[src/rtl/stv_pkg.sv]
package stv_pkg;
   localparam int unsigned STIP_PIX  = 32;
   localparam int unsigned RUN_W     = 5;
   localparam int unsigned SRC_FLD_W = 24;
   localparam int unsigned LEN_LSB   = 24;
   localparam logic [SRC_FLD_W-1:0] FILL_KEY = '1;

   typedef enum logic [1:0] {
      OP_STIP = 2'd0,
      OP_FILL = 2'd1,
      OP_COPY = 2'd2
   } stv_op_e;

   typedef enum logic [2:0] {
      ST_IDLE = 3'd0,
      ST_STIP = 3'd1,
      ST_FILL = 3'd2,
      ST_CRD  = 3'd3,
      ST_CWR  = 3'd4
   } stv_state_e;
endpackage

[src/rtl/stv_cmd_decode.sv]
module stv_cmd_decode
   import stv_pkg::*;
#(
   parameter int unsigned PIX_W = 20,
   parameter int unsigned COL_W = 8,
   localparam int unsigned ADDR_W = PIX_W + 2
) (
   input  logic                 clk,
   input  logic                 rst_n,
   input  logic                 bus_wr,
   input  logic                 bus_rd,
   input  logic [ADDR_W-1:0]    bus_addr,
   input  logic [31:0]          bus_wdata,
   input  logic                 busy,
   output logic                 start,
   output stv_op_e              op,
   output logic [PIX_W-1:0]     dst,
   output logic [PIX_W-1:0]     src,
   output logic [RUN_W-1:0]     len_m1,
   output logic [STIP_PIX-1:0]  pattern,
   output logic [COL_W-1:0]     colour,
   output logic                 bus_rvalid,
   output logic [31:0]          bus_rdata
);
   logic             hi_word;
   logic             blit_rgn;
   logic             colour_ld;
   logic [COL_W-1:0] colour_q;
   logic             rvalid_q;

   assign hi_word  = bus_addr[0];
   assign blit_rgn = bus_addr[ADDR_W-1];
   assign colour_ld = bus_wr && !hi_word && !busy;
   assign start     = bus_wr && hi_word && !busy;

   assign dst     = bus_addr[PIX_W:1];
   assign src     = bus_wdata[PIX_W-1:0];
   assign len_m1  = bus_wdata[LEN_LSB +: RUN_W];
   assign pattern = bus_wdata;

   always_comb begin
      if (!blit_rgn)
         op = OP_STIP;
      else if (bus_wdata[SRC_FLD_W-1:0] == FILL_KEY)
         op = OP_FILL;
      else
         op = OP_COPY;
   end

   always_ff @(posedge clk or negedge rst_n) begin
      if (!rst_n) begin
         colour_q <= '0;
         rvalid_q <= 1'b0;
      end else begin
         rvalid_q <= bus_rd;
         if (colour_ld)
            colour_q <= bus_wdata[COL_W-1:0];
      end
   end

   assign colour     = colour_q;
   assign bus_rvalid = rvalid_q;
   assign bus_rdata  = '0;

   // a write while the engine runs must leave the colour alone
   assert_busy_colour_hold_R7: assert property (@(posedge clk) disable iff (!rst_n)
      (busy && bus_wr) |=> $stable(colour_q));
endmodule

[src/rtl/stv_wrap_add.sv]
module stv_wrap_add #(
   parameter int unsigned W     = 20,
   parameter int unsigned OFS_W = 5
) (
   input  logic [W-1:0]     base,
   input  logic [OFS_W-1:0] ofs,
   output logic [W-1:0]     sum
);
   generate
      if (W >= OFS_W) begin : g_wide
         assign sum = base + {{(W-OFS_W){1'b0}}, ofs};
      end else begin : g_narrow
         assign sum = base + ofs[W-1:0];
      end
   endgenerate
endmodule

[src/rtl/stv_run_engine.sv]
module stv_run_engine
   import stv_pkg::*;
#(
   parameter int unsigned PIX_W = 20,
   parameter int unsigned COL_W = 8
) (
   input  logic                 clk,
   input  logic                 rst_n,
   input  logic                 start,
   input  stv_op_e              op,
   input  logic [PIX_W-1:0]     dst,
   input  logic [PIX_W-1:0]     src,
   input  logic [RUN_W-1:0]     len_m1,
   input  logic [STIP_PIX-1:0]  pattern,
   input  logic [COL_W-1:0]     colour,
   output logic                 busy,
   output logic                 mem_we,
   output logic                 mem_re,
   output logic [PIX_W-1:0]     mem_addr,
   output logic [COL_W-1:0]     mem_wdata,
   input  logic [COL_W-1:0]     mem_rdata
);
   localparam logic [RUN_W-1:0] STIP_LAST = RUN_W'(STIP_PIX - 1);

   stv_state_e          state_q;
   logic [PIX_W-1:0]    dst_q;
   logic [PIX_W-1:0]    src_q;
   logic [RUN_W-1:0]    last_q;
   logic [RUN_W-1:0]    idx_q;
   logic [STIP_PIX-1:0] pat_q;
   logic [PIX_W-1:0]    wr_addr;
   logic [PIX_W-1:0]    rd_addr;

   stv_wrap_add #(.W(PIX_W), .OFS_W(RUN_W)) u_wr_add (
      .base (dst_q),
      .ofs  (idx_q),
      .sum  (wr_addr)
   );

   stv_wrap_add #(.W(PIX_W), .OFS_W(RUN_W)) u_rd_add (
      .base (src_q),
      .ofs  (idx_q),
      .sum  (rd_addr)
   );

   always_ff @(posedge clk or negedge rst_n) begin
      if (!rst_n) begin
         state_q <= ST_IDLE;
         dst_q   <= '0;
         src_q   <= '0;
         last_q  <= '0;
         idx_q   <= '0;
         pat_q   <= '0;
      end else begin
         case (state_q)
            ST_IDLE: begin
               if (start) begin
                  dst_q <= dst;
                  src_q <= src;
                  pat_q <= pattern;
                  idx_q <= '0;
                  case (op)
                     OP_STIP: begin
                        last_q  <= STIP_LAST;
                        state_q <= ST_STIP;
                     end
                     OP_FILL: begin
                        last_q  <= len_m1;
                        state_q <= ST_FILL;
                     end
                     default: begin
                        last_q  <= len_m1;
                        state_q <= ST_CRD;
                     end
                  endcase
               end
            end
            ST_STIP, ST_FILL: begin
               pat_q <= {pat_q[STIP_PIX-2:0], 1'b0};
               idx_q <= idx_q + 1'b1;
               if (idx_q == last_q)
                  state_q <= ST_IDLE;
            end
            ST_CRD: begin
               state_q <= ST_CWR;
            end
            ST_CWR: begin
               if (idx_q == last_q) begin
                  state_q <= ST_IDLE;
               end else begin
                  idx_q   <= idx_q + 1'b1;
                  state_q <= ST_CRD;
               end
            end
            default: state_q <= ST_IDLE;
         endcase
      end
   end

   always_comb begin
      busy      = (state_q != ST_IDLE);
      mem_re    = (state_q == ST_CRD);
      mem_we    = ((state_q == ST_STIP) && pat_q[STIP_PIX-1]) ||
                  (state_q == ST_FILL) || (state_q == ST_CWR);
      mem_addr  = (state_q == ST_CRD) ? rd_addr : wr_addr;
      mem_wdata = (state_q == ST_CWR) ? mem_rdata : colour;
   end

   // the single port never reads and writes together
   assert_no_rw_collide_R9: assert property (@(posedge clk) disable iff (!rst_n)
      !(mem_we && mem_re));

   // a copy write always follows the read that fed it
   assert_copy_after_read_R9: assert property (@(posedge clk) disable iff (!rst_n)
      (state_q == ST_CWR) |-> $past(mem_re));

   // no memory traffic while idle
   assert_idle_quiet_R1: assert property (@(posedge clk) disable iff (!rst_n)
      !busy |-> (!mem_we && !mem_re));

   // consecutive fill writes step by one pixel, wrapping at the top
   assert_fill_step_R6: assert property (@(posedge clk) disable iff (!rst_n)
      ((state_q == ST_FILL) && $past(state_q == ST_FILL)) |->
         (mem_addr == PIX_W'($past(mem_addr) + 1'b1)));
endmodule

[src/rtl/stv_blit_engine.sv]
module stv_blit_engine
   import stv_pkg::*;
#(
   parameter int unsigned PIX_W = 20,
   parameter int unsigned COL_W = 8,
   localparam int unsigned ADDR_W = PIX_W + 2
) (
   input  logic              clk,
   input  logic              rst_n,
   input  logic              bus_wr,
   input  logic              bus_rd,
   input  logic [ADDR_W-1:0] bus_addr,
   input  logic [31:0]       bus_wdata,
   output logic              bus_rvalid,
   output logic [31:0]       bus_rdata,
   output logic              busy,
   output logic              mem_we,
   output logic              mem_re,
   output logic [PIX_W-1:0]  mem_addr,
   output logic [COL_W-1:0]  mem_wdata,
   input  logic [COL_W-1:0]  mem_rdata
);
   generate
      if (PIX_W < 1 || PIX_W > SRC_FLD_W) begin : g_bad_pix
         $error("stv_blit_engine: PIX_W must lie in 1..24");
      end
      if (COL_W < 1 || COL_W > 32) begin : g_bad_col
         $error("stv_blit_engine: COL_W must lie in 1..32");
      end
   endgenerate

   logic                start;
   stv_op_e             op;
   logic [PIX_W-1:0]    dst;
   logic [PIX_W-1:0]    src;
   logic [RUN_W-1:0]    len_m1;
   logic [STIP_PIX-1:0] pattern;
   logic [COL_W-1:0]    colour;

   stv_cmd_decode #(.PIX_W(PIX_W), .COL_W(COL_W)) u_decode (
      .clk        (clk),
      .rst_n      (rst_n),
      .bus_wr     (bus_wr),
      .bus_rd     (bus_rd),
      .bus_addr   (bus_addr),
      .bus_wdata  (bus_wdata),
      .busy       (busy),
      .start      (start),
      .op         (op),
      .dst        (dst),
      .src        (src),
      .len_m1     (len_m1),
      .pattern    (pattern),
      .colour     (colour),
      .bus_rvalid (bus_rvalid),
      .bus_rdata  (bus_rdata)
   );

   stv_run_engine #(.PIX_W(PIX_W), .COL_W(COL_W)) u_engine (
      .clk       (clk),
      .rst_n     (rst_n),
      .start     (start),
      .op        (op),
      .dst       (dst),
      .src       (src),
      .len_m1    (len_m1),
      .pattern   (pattern),
      .colour    (colour),
      .busy      (busy),
      .mem_we    (mem_we),
      .mem_re    (mem_re),
      .mem_addr  (mem_addr),
      .mem_wdata (mem_wdata),
      .mem_rdata (mem_rdata)
   );
endmodule

[config.mk]
export PLATFORM = sky130hd
export DESIGN_NAME = stv_blit_engine
export DESIGN_NICKNAME = d
export VERILOG_FILES = /design/src/rtl/stv_pkg.sv /design/src/rtl/stv_cmd_decode.sv /design/src/rtl/stv_wrap_add.sv /design/src/rtl/stv_run_engine.sv /design/src/rtl/stv_blit_engine.sv
export SDC_FILE = /design/constraint.sdc
export NUM_CORES = 1
export LEC_CHECK = 0
export BUFFER_PORTS_ARGS = -buffer_cell sky130_fd_sc_hd__buf_2
export CORE_MARGIN = 2
export CORE_UTILIZATION = 45
export CTS_BUF_LIST = sky130_fd_sc_hd__clkbuf_4 sky130_fd_sc_hd__clkbuf_8 sky130_fd_sc_hd__clkbuf_16
export CTS_CLUSTER_SIZE = 30
export DETAILED_ROUTE_END_ITERATION = 8
export GPL_ROUTABILITY_DRIVEN = 0
export GPL_TIMING_DRIVEN = 1
export PLACE_DENSITY = 0.71
export REMOVE_ABC_BUFFERS = 1
export SKIP_LAST_GASP = 1
export SYNTH_ARGS = -nofsm -noshare
export SYNTH_HDL_FRONTEND = slang
export SYNTH_HIERARCHICAL = 1
export SYNTH_SLANG_ARGS = --single-unit
[constraint.sdc]
create_clock -name clk -period 4.3 [get_ports clk]
set_input_delay 0.215 -clock clk [delete_from_list [all_inputs] [get_ports clk]]
set_output_delay 0.215 -clock clk [all_outputs]
set_load 0.03 [all_outputs]
======== Word level (Yosys, flattened, before mapping) ========
Cells that the tools add are included.
operators by class
  reduce and logical (&&, ||, !) cells .... 19
  muxes and demuxes ....................... 15
  $add $sub $neg .......................... 3
  eq/ne operators ......................... 10
operator list
  kind                                                 number
  one-hot mux 32 bit (2 select lines)                  1
  adder 20 x 5 -> 20 bit                               2
  2-to-1 mux 32 bit                                    1
  equality test 24 bit, second input constant          1
  2-to-1 mux 20 bit                                    1
  2-to-1 mux 5 bit                                     3
  one-hot mux 5 bit (3 select lines)                   1
  one-hot mux 3 bit (4 select lines)                   1
  2-to-1 mux 8 bit                                     1
  equality test 3 x 2 -> 1 bit, second input constant  2
  2-to-1 mux 2 bit                                     3
  2-to-1 mux 3 bit                                     2
  AND reduction 2 bit                                  3
  nonzero test 3 bit                                   2
  adder 5 x 1 -> 5 bit, second input constant          1
  equality test 5 bit                                  1
  logical AND 1 bit                                    5
  != test 2 bit, second input constant                 2
  one-hot mux 2 bit (2 select lines)                   1
  equality test 3 x 1 -> 1 bit, second input constant  1
  equality test 3 bit, second input constant           1
  logical NOT 3 bit                                    1
  AND reduction 3 bit                                  1
  equality test 2 x 1 -> 1 bit, second input constant  1
  other kinds (6)                                      8
storage, ports and cells
  output and inout bits ................... 64
  word-level logic and storage cells ...... 55
  bits in registers ....................... 94
  input port bits ......................... 66

======== Logic depth before layout (Yosys ltp) ========
Gate-level depths: netlist of the first run.
  depth after elaboration ................. 7
  gate-level depth with buffers ........... 9
  mapped depth without buffers ............ 8

======== Modules after synthesis ========
Netlist of the first run, hierarchy kept.
modules (own cells, without submodules)
  module          times used  area an instance (µm²)  seq. area each (µm²)  cells an instance
  stv_run_engine  1           4141.5                  2127.0                419
  stv_cmd_decode  1           1227.4                  225.2                 139
  stv_wrap_add    2           494.2                   0.0                   65

======== Worst setup path after synthesis of the first run ========
Ideal clock, no wire load.
  path type ............................... reg-to-output
  start ................................... reg u_engine.idx_q[0]
  end ..................................... out mem_addr[10]
  stages on the path, launching flop included .. 9
  data arrival time ....................... 2146 ps
  buffers on the path ..................... 0
  data required time ...................... 4085 ps
  path slack .............................. 1939 ps
  cells stage by stage .................... dfrtp_1 -> ha_1 -> inv_1 -> fa_1 -> and2b_1 -> o211ai_1 -> a211oi_1 -> xor2_1 -> mux2_2
on the way
  word-level cells in the longest chain between the ends .. 2
  elaborated cells on any way between the ends .. 3
  classes of those cells .................. add/sub: 2; mux: 1
RTL lines
  what                      RTL line               RTL
  from (decl)               stv_run_engine.sv:29   logic [RUN_W-1:0] idx_q;
  from (signal assigned)    stv_run_engine.sv:80   idx_q <= idx_q + 1'b1;
  from (signal assigned)    stv_run_engine.sv:91   idx_q <= idx_q + 1'b1;
  adder 20 x 5 -> 20 bit    stv_wrap_add.sv:11     assign sum = base + {{(W-OFS_W){1'b0}}, ofs};
  net u_engine.rd_addr[10]  stv_run_engine.sv:32   logic [PIX_W-1:0] rd_addr;
  2-to-1 mux 20 bit         stv_run_engine.sv:105  mem_addr = (state_q == ST_CRD) ? rd_addr : wr_addr;
  to (decl)                 stv_blit_engine.sv:19  output logic [PIX_W-1:0] mem_addr,
The timed path passes the listed nets, and every way through them passes these cells.

======== Final worst setup path of the first run ========
  start ................................... reg u_engine.idx_q[0]
  end ..................................... out mem_addr[18]
on the way
  word-level cells in the longest chain between the ends .. 2
  elaborated cells on any way between the ends .. 3
  classes of those cells .................. add/sub: 2; mux: 1
RTL lines
  what                      RTL line               RTL
  adder 20 x 5 -> 20 bit    stv_wrap_add.sv:11
  net u_engine.wr_addr[18]  stv_run_engine.sv:31   logic [PIX_W-1:0] wr_addr;
  2-to-1 mux 20 bit         stv_run_engine.sv:105
The timed path passes the listed nets, and every way through them passes these cells.

==> impl_metrics.json, run 1 <==
{
  "result_of_the_run": "finished, final reports clean",
  "final_layout_size_suffix_gt1_share_pct": 24.61,
  "sequentialPowerShare_pct": 48.5,
  "design_area_um2": 6535,
  "most-common-layout-cells": "sky130_fd_sc_hd__nand2_1 (170), sky130_fd_sc_hd__buf_2 (96), sky130_fd_sc_hd__dfrtp_1 (94), sky130_fd_sc_hd__mux2_2 (37), sky130_fd_sc_hd__conb_1 (32)",
  "floorplan.core_area_um2": 13830,
  "worstHoldPathType": "in -> reg",
  "postSynthRegisterBits": 94,
  "cell_internal_pwr_w": 0.001403,
  "route.vias.total": 4335,
  "clkSinkCount": 94,
  "reg2regPathDepth": 7,
  "cts_max_level": 3,
  "crit_path_start_kind": "flop",
  "placed_cells": 865,
  "place_area_um2": 6206,
  "startpoint": "u_engine/idx_q[0]",
  "cts_buffer_depth": 2,
  "critical_path.endpoint_type": "output port",
  "seq_area_frac_synth_pct": 37.00,
  "cts_resized": 0,
  "fp.dieArea_um2": 15090,
  "drt_pre_antenna_iters": 4,
  "rrSetupSlack_ns": 1.51,
  "synth_cell_type_count": 50,
  "power_w": 0.001833,
  "critPathKind": "reg -> out",
  "synth.yosys.warnings": 6,
  "timing.final.hold_violations": 0,
  "antenna_cells": 0,
  "fin_cells": 883,
  "ioPinCount": 130,
  "timing.final.crit_share_pct": 72.28,
  "synth_cells": 688,
  "syn_avg_cell_area_um2": 9.240,
  "netSwitchingFraction_pct": 23.47,
  "synth_enable_flop_cells": 0,
  "die_height_um": 122.9,
  "power_density_nw_per_um2": 280.5,
  "power_frac_comb_pct": 6.5,
  "worst-endpoint-arrival_ns": 2.89,
  "power_frac_clock_pct": 45.0,
  "timing_worst_slew_pin_value_ns": 1.014,
  "static_leakage_nw": 3.067,
  "numCtsBuffers": 9,
  "slew_headroom_pct": 32.37,
  "critical_path.reg2reg.endpoint": "u_engine/pat_q[13]",
  "vdd_drop_max_mv": 0.1549,
  "grt_start_max_net_pins": 67,
  "syn-cell-area_um2": 6357,
  "grt_antenna_before_repair": 2,
  "cts.clk_slew.worst_paths_ns": 0.07,
  "global_route_usage_sum_pct": 17.28,
  "crit_end": "mem_addr[18]",
  "synth_area_leader_cell": "sky130_fd_sc_hd__dfrtp_1",
  "nNetsFinal": 777,
  "drt_wl_total_um": 12750,
  "route.detailed.drc": 0,
  "worst-endpoint-required_ns": 4.09,
  "regToRegStartpoint": "u_engine/state_q[1]",
  "initial_utilization_pct": 45.98,
  "mostFrequentLayoutCell": "sky130_fd_sc_hd__nand2_1",
  "drt_first_iter_violations": 226,
  "grt_first_pass_wirelength_um": 20450,
  "grt_pass1_vias": 4067,
  "clock_tree.root_cell": "sky130_fd_sc_hd__clkbuf_16",
  "synth_async_sr_flop_share_pct": 100.0,
  "skew_ns": 0.006221,
  "core_rows": 43,
  "buffer_ports.inserted": 97,
  "clkLatencyLatePin_ns": 0.34,
  "rsz0062_at_grt": "no",
  "grt_overflow": 0,
  "setup_viol_count_final": 0,
  "hpwlAfterDp_um": 9352,
  "timing.hold.ws_ns": 0.05903,
  "tritoncts": "built",
  "antenna_violating_nets_post_route": 0,
  "period_needed_ns": 3.108,
  "switching_power_w": 0.0004302,
  "synthTopCellsByArea": "sky130_fd_sc_hd__dfrtp_1 (37%), sky130_fd_sc_hd__buf_4 (13%), sky130_fd_sc_hd__nand2_1 (10%)",
  "slew_violations": 0,
  "maxClockFrequency_mhz": 321.8,
  "routedWlPerCell_um": 14.44,
  "viasPerCell": 4.909,
  "worst-path-max-fanout": 7,
  "flow.area_growth_from_synthesis_pct": 2.795,
  "die_w_um": 122.9,
  "synth_ff_type": "sky130_fd_sc_hd__dfrtp_1",
  "maxCapViolCount": 0,
  "yosysTopAreaCellShare_pct": 37.00
}
worst min path at each step:
stage | endpoint | slack, ns | cells after the start | from
floorplan | u_decode/bus_rvalid | -0.08 | 0 | rst_n
global placement | u_decode/bus_rvalid | 0.33 | 1 | bus_rd
detailed placement | u_decode/bus_rvalid | 0.32 | 1 | bus_rd
CTS | u_engine/dst_q[2] | 0.05 | 3 | bus_addr[3]
global route | u_engine/dst_q[0] | 0.05 | 3 | bus_addr[1]
finish | u_engine/dst_q[0] | 0.06 | 3 | bus_addr[1]
critical path, cell delays in order (launching register included):
cell	delay, ns
sky130_fd_sc_hd__dfrtp_1	0.47
sky130_fd_sc_hd__ha_1	0.21
sky130_fd_sc_hd__inv_1	0.05
sky130_fd_sc_hd__fa_1	0.40
sky130_fd_sc_hd__and2b_1	0.23
sky130_fd_sc_hd__o211ai_1	0.24
sky130_fd_sc_hd__a211oi_1	0.38
sky130_fd_sc_hd__xor2_1	0.11
sky130_fd_sc_hd__mux2_2	0.28
sky130_fd_sc_hd__buf_2	0.18
cells in the mapped netlist (7+ instances only):
master / count
sky130_fd_sc_hd__inv_1: 13
sky130_fd_sc_hd__o21ai_0: 10
sky130_fd_sc_hd__mux2_2: 37
sky130_fd_sc_hd__dfrtp_1: 94
sky130_fd_sc_hd__o21ai_1: 29
sky130_fd_sc_hd__nand3_1: 15
sky130_fd_sc_hd__mux2i_1: 31
sky130_fd_sc_hd__ha_1: 11
sky130_fd_sc_hd__a211oi_1: 10
sky130_fd_sc_hd__nor2_1: 9
sky130_fd_sc_hd__buf_2: 8
sky130_fd_sc_hd__and3_1: 7
sky130_fd_sc_hd__buf_4: 109
sky130_fd_sc_hd__xor2_1: 25
sky130_fd_sc_hd__buf_6: 8
sky130_fd_sc_hd__xnor2_1: 19
sky130_fd_sc_hd__nand4_1: 12
sky130_fd_sc_hd__nand2_1: 170
kinds of logic (layout without fill, tap and decap cells):
group | after synthesis | count (layout) | share of synthesized area, %
AOI/OAI and AO/OA | 81 | 81 | 8.266
xor gates and xnor gates | 44 | 44 | 6.062
adders and majority gates | 13 | 13 | 2.795
buffers and inverters | 148 | 132 | 16.98
DFF | 94 | 94 | 37.00
muxes | 68 | 68 | 11.43
other | 1 | 32 | 0.05899
and+or+nand+nor | 239 | 239 | 17.40
power groups by stage:
stage | Sequential [W] | Clock, W | Combinational (W)
floorplan | 0.000906 | 0 | 0.0000542
global placement | 0.000905 | 0 | 0.000120
detailed placement | 0.000906 | 0 | 0.000120
CTS | 0.000889 | 0.000848 | 0.000122
global route | 0.000889 | 0.000881 | 0.000133
finish | 0.000889 | 0.000824 | 0.000120
state kept, by name, indices dropped and copies added, names as in the netlist:
signal and count:
u_engine/pat_q 32, u_engine/dst_q 20, u_engine/src_q 20, u_decode/colour 8, u_engine/idx_q 5, u_engine/last_q 5
u_engine/state_q 3, u_decode/bus_rvalid 1
what timing repair did:
item | CTS | global route
setup buffers | 0 | 0
hold endpoints to repair | 61 | 0
endpoints found under the setup margin | 0 | 0
hold buffers | 2 | 0
metrics by stage:
step | TNS, ns | utilization, % | setup slack, ns
CTS | 0 | 47.26 | 1.210
global placement | 0 | 44.88 | 1.580
floorplan | -2.683 | - | -0.09634
detailed placement | 0 | 44.88 | 1.533
global route | 0 | 47.26 | 1.024
finish | 0 | 47.26 | 1.192
metal layers:
metal  share of wire, %  GRT usage [%]
met5              0.086              0
met3                4.6          3.532
met4                1.3          5.603
met1                 48          24.35
met2                 46          26.59
cell type report:
cell class,count,area (um^2)
fill,1319,7292
clock buffer,11,252.7
timing repair buffer,103,550.5
sequential,94,2352
multi-input combinational,477,3049
tap,180,225.2
clock inverter,5,56.30
inverter,13,48.80
(Power assumes the default switching activity.)
==> run 2, diff against run 1 <==
==> constraint.sdc (replaced) <==
create_clock -name clk -period 2.9 [get_ports clk]
set_input_delay 0.145 -clock clk [delete_from_list [all_inputs] [get_ports clk]]
set_output_delay 0.145 -clock clk [all_outputs]
set_load 0.03 [all_outputs]
==> impl_metrics.json, run 2 (same netlist as run 1, synthesis figures left out) <==
{
  "most-common-layout-cells": "sky130_fd_sc_hd__nand2_1 (170), sky130_fd_sc_hd__dfrtp_1 (92), sky130_fd_sc_hd__buf_2 (91), sky130_fd_sc_hd__mux2_2 (37), sky130_fd_sc_hd__conb_1 (32)",
  "design_area_um2": 6965,
  "finalSetupTns_ns": -0.04734,
  "drt_first_iter_violations": 267,
  "viasPerCell": 4.993,
  "initial_utilization_pct": 45.98,
  "power_density_nw_per_um2": 398.8,
  "static_leakage_nw": 3.205,
  "slew_headroom_pct": 51.14,
  "critical_path.reg2reg.endpoint": "u_engine/pat_q[25]",
  "wp_buf_inv": 3,
  "die_w_um": 122.9,
  "placed_cells": 870,
  "fin_cells": 916,
  "critical_path.endpoint_type": "output port",
  "critPathKind": "reg -> out",
  "tritoncts": "built",
  "die_height_um": 122.9,
  "drt_pre_antenna_iters": 4,
  "routedWlPerCell_um": 15.02,
  "startpoint": "u_engine/idx_q[0]",
  "flow.area_growth_from_synthesis_pct": 9.565,
  "floorplan.core_area_um2": 13830,
  "hpwlAfterDp_um": 9395,
  "slew_violations": 0,
  "global_route_usage_sum_pct": 18.98,
  "maxClockFrequency_mhz": 339.3,
  "antenna_violating_nets_post_route": 0,
  "crit_path_start_kind": "flop",
  "worstHoldPathType": "in -> reg",
  "numCtsBuffers": 9,
  "seqCellArea_um2": 2355,
  "crit_end": "mem_addr[10]",
  "timing.final.crit_share_pct": 101.6,
  "clkSinkCount": 94,
  "power_w": 0.002778,
  "cts.clk_slew.worst_paths_ns": 0.07,
  "fillers": 1265,
  "route.vias.total": 4574,
  "grt_first_pass_wirelength_um": 22220,
  "reg_top3": "u_engine/pat_q (32), u_engine/dst_q (20), u_engine/src_q (20)",
  "route.detailed.drc": 0,
  "vdd_drop_max_mv": 0.2711,
  "worst-path-max-fanout": 7,
  "maxCapViolCount": 0,
  "area_of_combinational_cells_with_multiple_inputs_um2": 3143,
  "grt_start_max_net_pins": 68,
  "result_of_the_run": "finished, violations left",
  "worst-endpoint-arrival_ns": 2.80,
  "mostFrequentLayoutCell": "sky130_fd_sc_hd__nand2_1",
  "period_needed_ns": 2.947,
  "worst_slack_ns": -0.04734,
  "violations": "setup timing",
  "core_rows": 43,
  "timing.final.hold_violations": 0,
  "max_stage_delay_ns": 0.41,
  "cts_buffer_depth": 2,
  "final_layout_size_suffix_gt1_share_pct": 27.45,
  "cts_max_level": 3,
  "largest_reg_flops": 32,
  "path_delay_family": "adder cells",
  "timing.critical_path.cells": "ha_2, inv_1, fa_2, and2b_1, o211ai_1, buf_4, a211oi_2, xor2_1, mux2_2, clkbuf_4",
  "antenna_cells": 0,
  "setup_viol_count_final": 1,
  "clkLatencyLatePin_ns": 0.35,
  "skew_ns": 0.009652,
  "worst-endpoint-required_ns": 2.76,
  "timing.critical_path.depth": 10,
  "buffer_ports.inserted": 97,
  "grt_pass1_vias": 4456,
  "rsz0062_at_grt": "yes",
  "timing_worst_slew_pin_value_ns": 0.7329,
  "rrSetupSlack_ns": 0.59,
  "grt_antenna_before_repair": 0,
  "nNetsFinal": 810,
  "grt_overflow": 0,
  "regToRegStartpoint": "u_engine/state_q[0]",
  "fp.dieArea_um2": 15090,
  "place_area_um2": 6256,
  "reg2regPathDepth": 7,
  "largest_register_by_flop_count": "u_engine/pat_q",
  "clock_tree.root_cell": "sky130_fd_sc_hd__clkbuf_16",
  "drt_wl_total_um": 13760,
  "ioPinCount": 130,
  "critical-path-slowest-cell": "sky130_fd_sc_hd__dfrtp_2"
}
==> run 2: changes by cell type in the layout (fill, tap and decap cells not counted), sizes merged <==
| cell | delta |
|---|---|
| buf | +11 |
| dlygate4sd3 | +20 |
| clkinvlp | +1 |
| inv | -1 |
| clkinv | -1 |
| clkbuf | +3 |
==> run 2: metrics by stage <==
step | utilization (%) | setup slack (ns) | hold WS [ns]
2_1_floorplan | - | -1.496 | -0.1506
3_3_place_gp | 45.24 | 0.3470 | 0.2449
3_5_place_dp | 45.24 | 0.2885 | 0.2500
4_1_cts | 49.57 | 0.02220 | 0.01108
5_1_grt | 50.38 | -0.1315 | 0.02706
6_report | 50.38 | -0.04734 | 0.02478
==> run 2: worst min-delay path by stage <==
stage,from,end,slack (ns),depth (start not counted)
finish,bus_wdata[19],u_engine/src_q[19],0.02,3
global route,bus_wdata[12],u_engine/src_q[12],0.03,3
CTS,bus_wdata[19],u_engine/src_q[19],0.01,3
detailed placement,rst_n,u_decode/colour[2],0.25,1
global placement,rst_n,u_decode/colour[0],0.24,1
floorplan,rst_n,u_decode/bus_rvalid,-0.15,0
==> run 2: worst reg2reg max path: cells and delay by family (launching register included) <==
family	cells	cell delay, ns
buf+inv	1	0.35
flops	1	0.38
mux	1	0.28
simple gates	3	0.96
compound gates	2	0.21
==> run 2: cell type report <==
type	instances	share of cell area, %
Sequential cell	94	33.81
Clock inverter	4	0.7724
Inverter	13	0.7006
Tap cell	180	3.233
Timing Repair Buffer	136	12.54
Multi-Input combinational cell	477	45.12
Clock buffer	12	3.826
==> run 2: per-layer routing <==
metal | routed length [um] | part of all wire, % | global-route usage (%) | vias up
li1 | - | - | - | 2252
met1 | 6371 | 46 | 25.93 | 2170
met2 | 6378 | 46 | 29.35 | 132
met3 | 763 | 5.5 | 4.322 | 20
met4 | 245 | 1.8 | 7.112 | 0
met5 | 0 | 0 | 0 | -
==> run 2: power breakdown <==
part	switching [W]	total, W	internal [W]
Clock	0.000520	0.00126	0.000741
Combinational	0.000132	0.000200	0.0000681
Sequential	0.00000223	0.00132	0.00132
Total	0.000654	0.00278	0.00212
==> run 2: timing repair <==
item | in CTS | in global routing
endpoints found under the setup margin | 7 | 11
resized for setup | 8 | 21
setup buffers | 3 | 5
endpoints found under the hold margin | 75 | 0
hold buffers | 22 | 0
pin swaps | 2 | 10
==> run 3, diff against run 2 <==
--- a/config.mk
+++ b/config.mk
@@ -6,14 +6,16 @@
 export NUM_CORES = 1
 export LEC_CHECK = 0
 export BUFFER_PORTS_ARGS = -buffer_cell sky130_fd_sc_hd__buf_2
+export CELL_PAD_IN_SITES_DETAIL_PLACEMENT = 1
+export CELL_PAD_IN_SITES_GLOBAL_PLACEMENT = 1
 export CORE_MARGIN = 2
-export CORE_UTILIZATION = 45
+export CORE_UTILIZATION = 42
 export CTS_BUF_LIST = sky130_fd_sc_hd__clkbuf_4 sky130_fd_sc_hd__clkbuf_8 sky130_fd_sc_hd__clkbuf_16
 export CTS_CLUSTER_SIZE = 30
 export DETAILED_ROUTE_END_ITERATION = 8
 export GPL_ROUTABILITY_DRIVEN = 0
 export GPL_TIMING_DRIVEN = 1
-export PLACE_DENSITY = 0.71
+export PLACE_DENSITY = 0.85
 export REMOVE_ABC_BUFFERS = 1
 export SKIP_LAST_GASP = 1
 export SYNTH_ARGS = -nofsm -noshare
==> impl_metrics.json, run 3 (same netlist as run 1, synthesis figures left out) <==
{
  "timing_worst_slew_pin_value_ns": 0.6181,
  "tritoncts": "built",
  "core_rows": 44,
  "route.vias.total": 4685,
  "result_of_the_run": "finished, final reports clean",
  "floorplan.core_area_um2": 14640,
  "nNetsFinal": 800,
  "worst_slack_ns": 0.04829,
  "worst-endpoint-required_ns": 2.76,
  "vdd_drop_max_mv": 0.2526,
  "slew_headroom_pct": 58.60,
  "largest_reg_flops": 32,
  "power_density_nw_per_um2": 389.7,
  "cts_max_level": 3,
  "reg_top3": "u_engine/pat_q (32), u_engine/dst_q (20), u_engine/src_q (20)",
  "setup_viol_count_final": 0,
  "hpwlAfterDp_um": 10960,
  "maxClockFrequency_mhz": 350.7,
  "grt_start_max_net_pins": 68,
  "flow.area_growth_from_synthesis_pct": 7.932,
  "final_cell_utilization_of_the_core_pct": 46.86,
  "regToRegStartpoint": "u_engine/state_q[1]",
  "numCtsBuffers": 9,
  "die_height_um": 127.0,
  "antenna_violating_nets_post_route": 0,
  "final_layout_size_suffix_gt1_share_pct": 27.35,
  "clkSinkCount": 94,
  "period_needed_ns": 2.852,
  "clkLatencyLatePin_ns": 0.34,
  "die_w_um": 127.0,
  "critical_path.endpoint_type": "output port",
  "crit_path_start_kind": "flop",
  "grt_first_pass_wirelength_um": 25200,
  "viasPerCell": 5.160,
  "grt_antenna_before_repair": 0,
  "largest_register_by_flop_count": "u_engine/pat_q",
  "static_leakage_nw": 3.141,
  "grt_pass1_vias": 4859,
  "critPathKind": "reg -> out",
  "most-common-layout-cells": "sky130_fd_sc_hd__nand2_1 (170), sky130_fd_sc_hd__dfrtp_1 (92), sky130_fd_sc_hd__buf_2 (91), sky130_fd_sc_hd__mux2_2 (37), sky130_fd_sc_hd__conb_1 (32)",
  "timing.final.hold_violations": 0,
  "ioPinCount": 130,
  "clock_tree.root_cell": "sky130_fd_sc_hd__clkbuf_16",
  "skew_ns": 0.003976,
  "routedWlPerCell_um": 17.84,
  "cts_buffer_depth": 2,
  "timing.hold.ws_ns": 0.009399,
  "initial_utilization_pct": 43.41,
  "detailedPlace.worstSlack_ns": 0.1579,
  "timing.final.crit_share_pct": 98.33,
  "buffer_ports.inserted": 97,
  "cts.clk_slew.worst_paths_ns": 0.06,
  "maxCapViolCount": 0,
  "drt_first_iter_violations": 266,
  "timing.hold.worst.start": "bus_addr[18]",
  "startpoint": "u_engine/idx_q[0]",
  "antenna_cells": 0,
  "global_route_usage_sum_pct": 19.80,
  "worstHoldPathType": "in -> reg",
  "drt_wl_total_um": 16200,
  "worst-path-max-fanout": 7,
  "mostFrequentLayoutCell": "sky130_fd_sc_hd__nand2_1",
  "route.detailed.drc": 0,
  "grt_overflow": 0,
  "drt_pre_antenna_iters": 6,
  "slew_violations": 0,
  "worst-endpoint-arrival_ns": 2.71,
  "fp.dieArea_um2": 16140,
  "power_w": 0.002674
}
-- run 3: cell types whose count changed in the layout (fill, tap and decap cells not counted), moves of 2 or more --
cell / previous run / this run
sky130_fd_sc_hd__a21oi_4: 2 / 0
sky130_fd_sc_hd__buf_4: 19 / 17
sky130_fd_sc_hd__clkbuf_8: 3 / 0
sky130_fd_sc_hd__a211oi_2: 10 / 7
sky130_fd_sc_hd__a211oi_4: 0 / 3
sky130_fd_sc_hd__dlygate4sd3_1: 22 / 15
sky130_fd_sc_hd__a21oi_2: 0 / 3
-- run 3: path summary, 6_finish.rpt --
kind / slack, ns / end / cells past startpoint
min in group asynchronous: 0.35 / u_engine/pat_q[30] / 2
min reg2reg: 0.49 / u_engine/pat_q[14] / 2
min: 0.009 / u_engine/dst_q[17] / 3
max in group asynchronous: 1.86 / u_engine/idx_q[1] / 3
max reg2reg: 0.39 / u_engine/pat_q[30] / 6
max: 0.05 / mem_addr[18] / 10
-- run 3: what timing repair did --
action,CTS,global route
pin swaps,2,12
buffers inserted,3,2
resized for setup,9,24
hold buffers,15,0
endpoints found under the setup margin,7,8
endpoints found under the hold margin,59,0
-- run 3: per-layer routing --
metal | up-vias | GRT usage (%) | wire length (um)
li1 | 2216 | - | -
met1 | 2303 | 25.66 | 7244
met2 | 130 | 32.83 | 7845
met3 | 36 | 2.764 | 620
met4 | 0 | 9.502 | 486
met5 | - | 0 | 0
-- run 3: where the power goes --
part | internal (W) | leakage, nW | switching [W]
Sequential | 0.00132 | 1.12 | 0.00000278
Clock | 0.000667 | 0.134 | 0.000493
Combinational | 0.0000621 | 1.88 | 0.000133
Total | 0.00204 | 3.14 | 0.000629
-- run 3: through the flow --
stage | setup TNS, ns | area, um^2 | cells
6_report | 0 | 6862 | 908
3_5_place_dp | 0 | 6261 | 874
3_3_place_gp | 0 | 6261 | 874
5_1_grt | -0.1300 | 6862 | 908
2_1_floorplan | -107.88 | 5443 | 584
4_1_cts | 0 | 6754 | 906
-- run 3: critical path: stages, from the launching register on --
cell and delay (ns):
sky130_fd_sc_hd__dfrtp_2 0.46, sky130_fd_sc_hd__ha_4 0.16, sky130_fd_sc_hd__inv_1 0.05, sky130_fd_sc_hd__fa_2 0.36, sky130_fd_sc_hd__and2b_1 0.22, sky130_fd_sc_hd__o211ai_1 0.10
sky130_fd_sc_hd__buf_4 0.20, sky130_fd_sc_hd__a211oi_4 0.24, sky130_fd_sc_hd__xor2_1 0.10, sky130_fd_sc_hd__mux2_2 0.28, sky130_fd_sc_hd__clkbuf_4 0.19
-- run 3: layout make-up --
cell class                 instances  area [um^2]
timing repair buffer             126        780.7
clock inverter                     4        50.05
fill                            1726         7782
sequential                        94         2355
multi-input combinational        477         3164
inverter                          13        48.80
clock buffer                      10        232.7
tap                              184        230.2
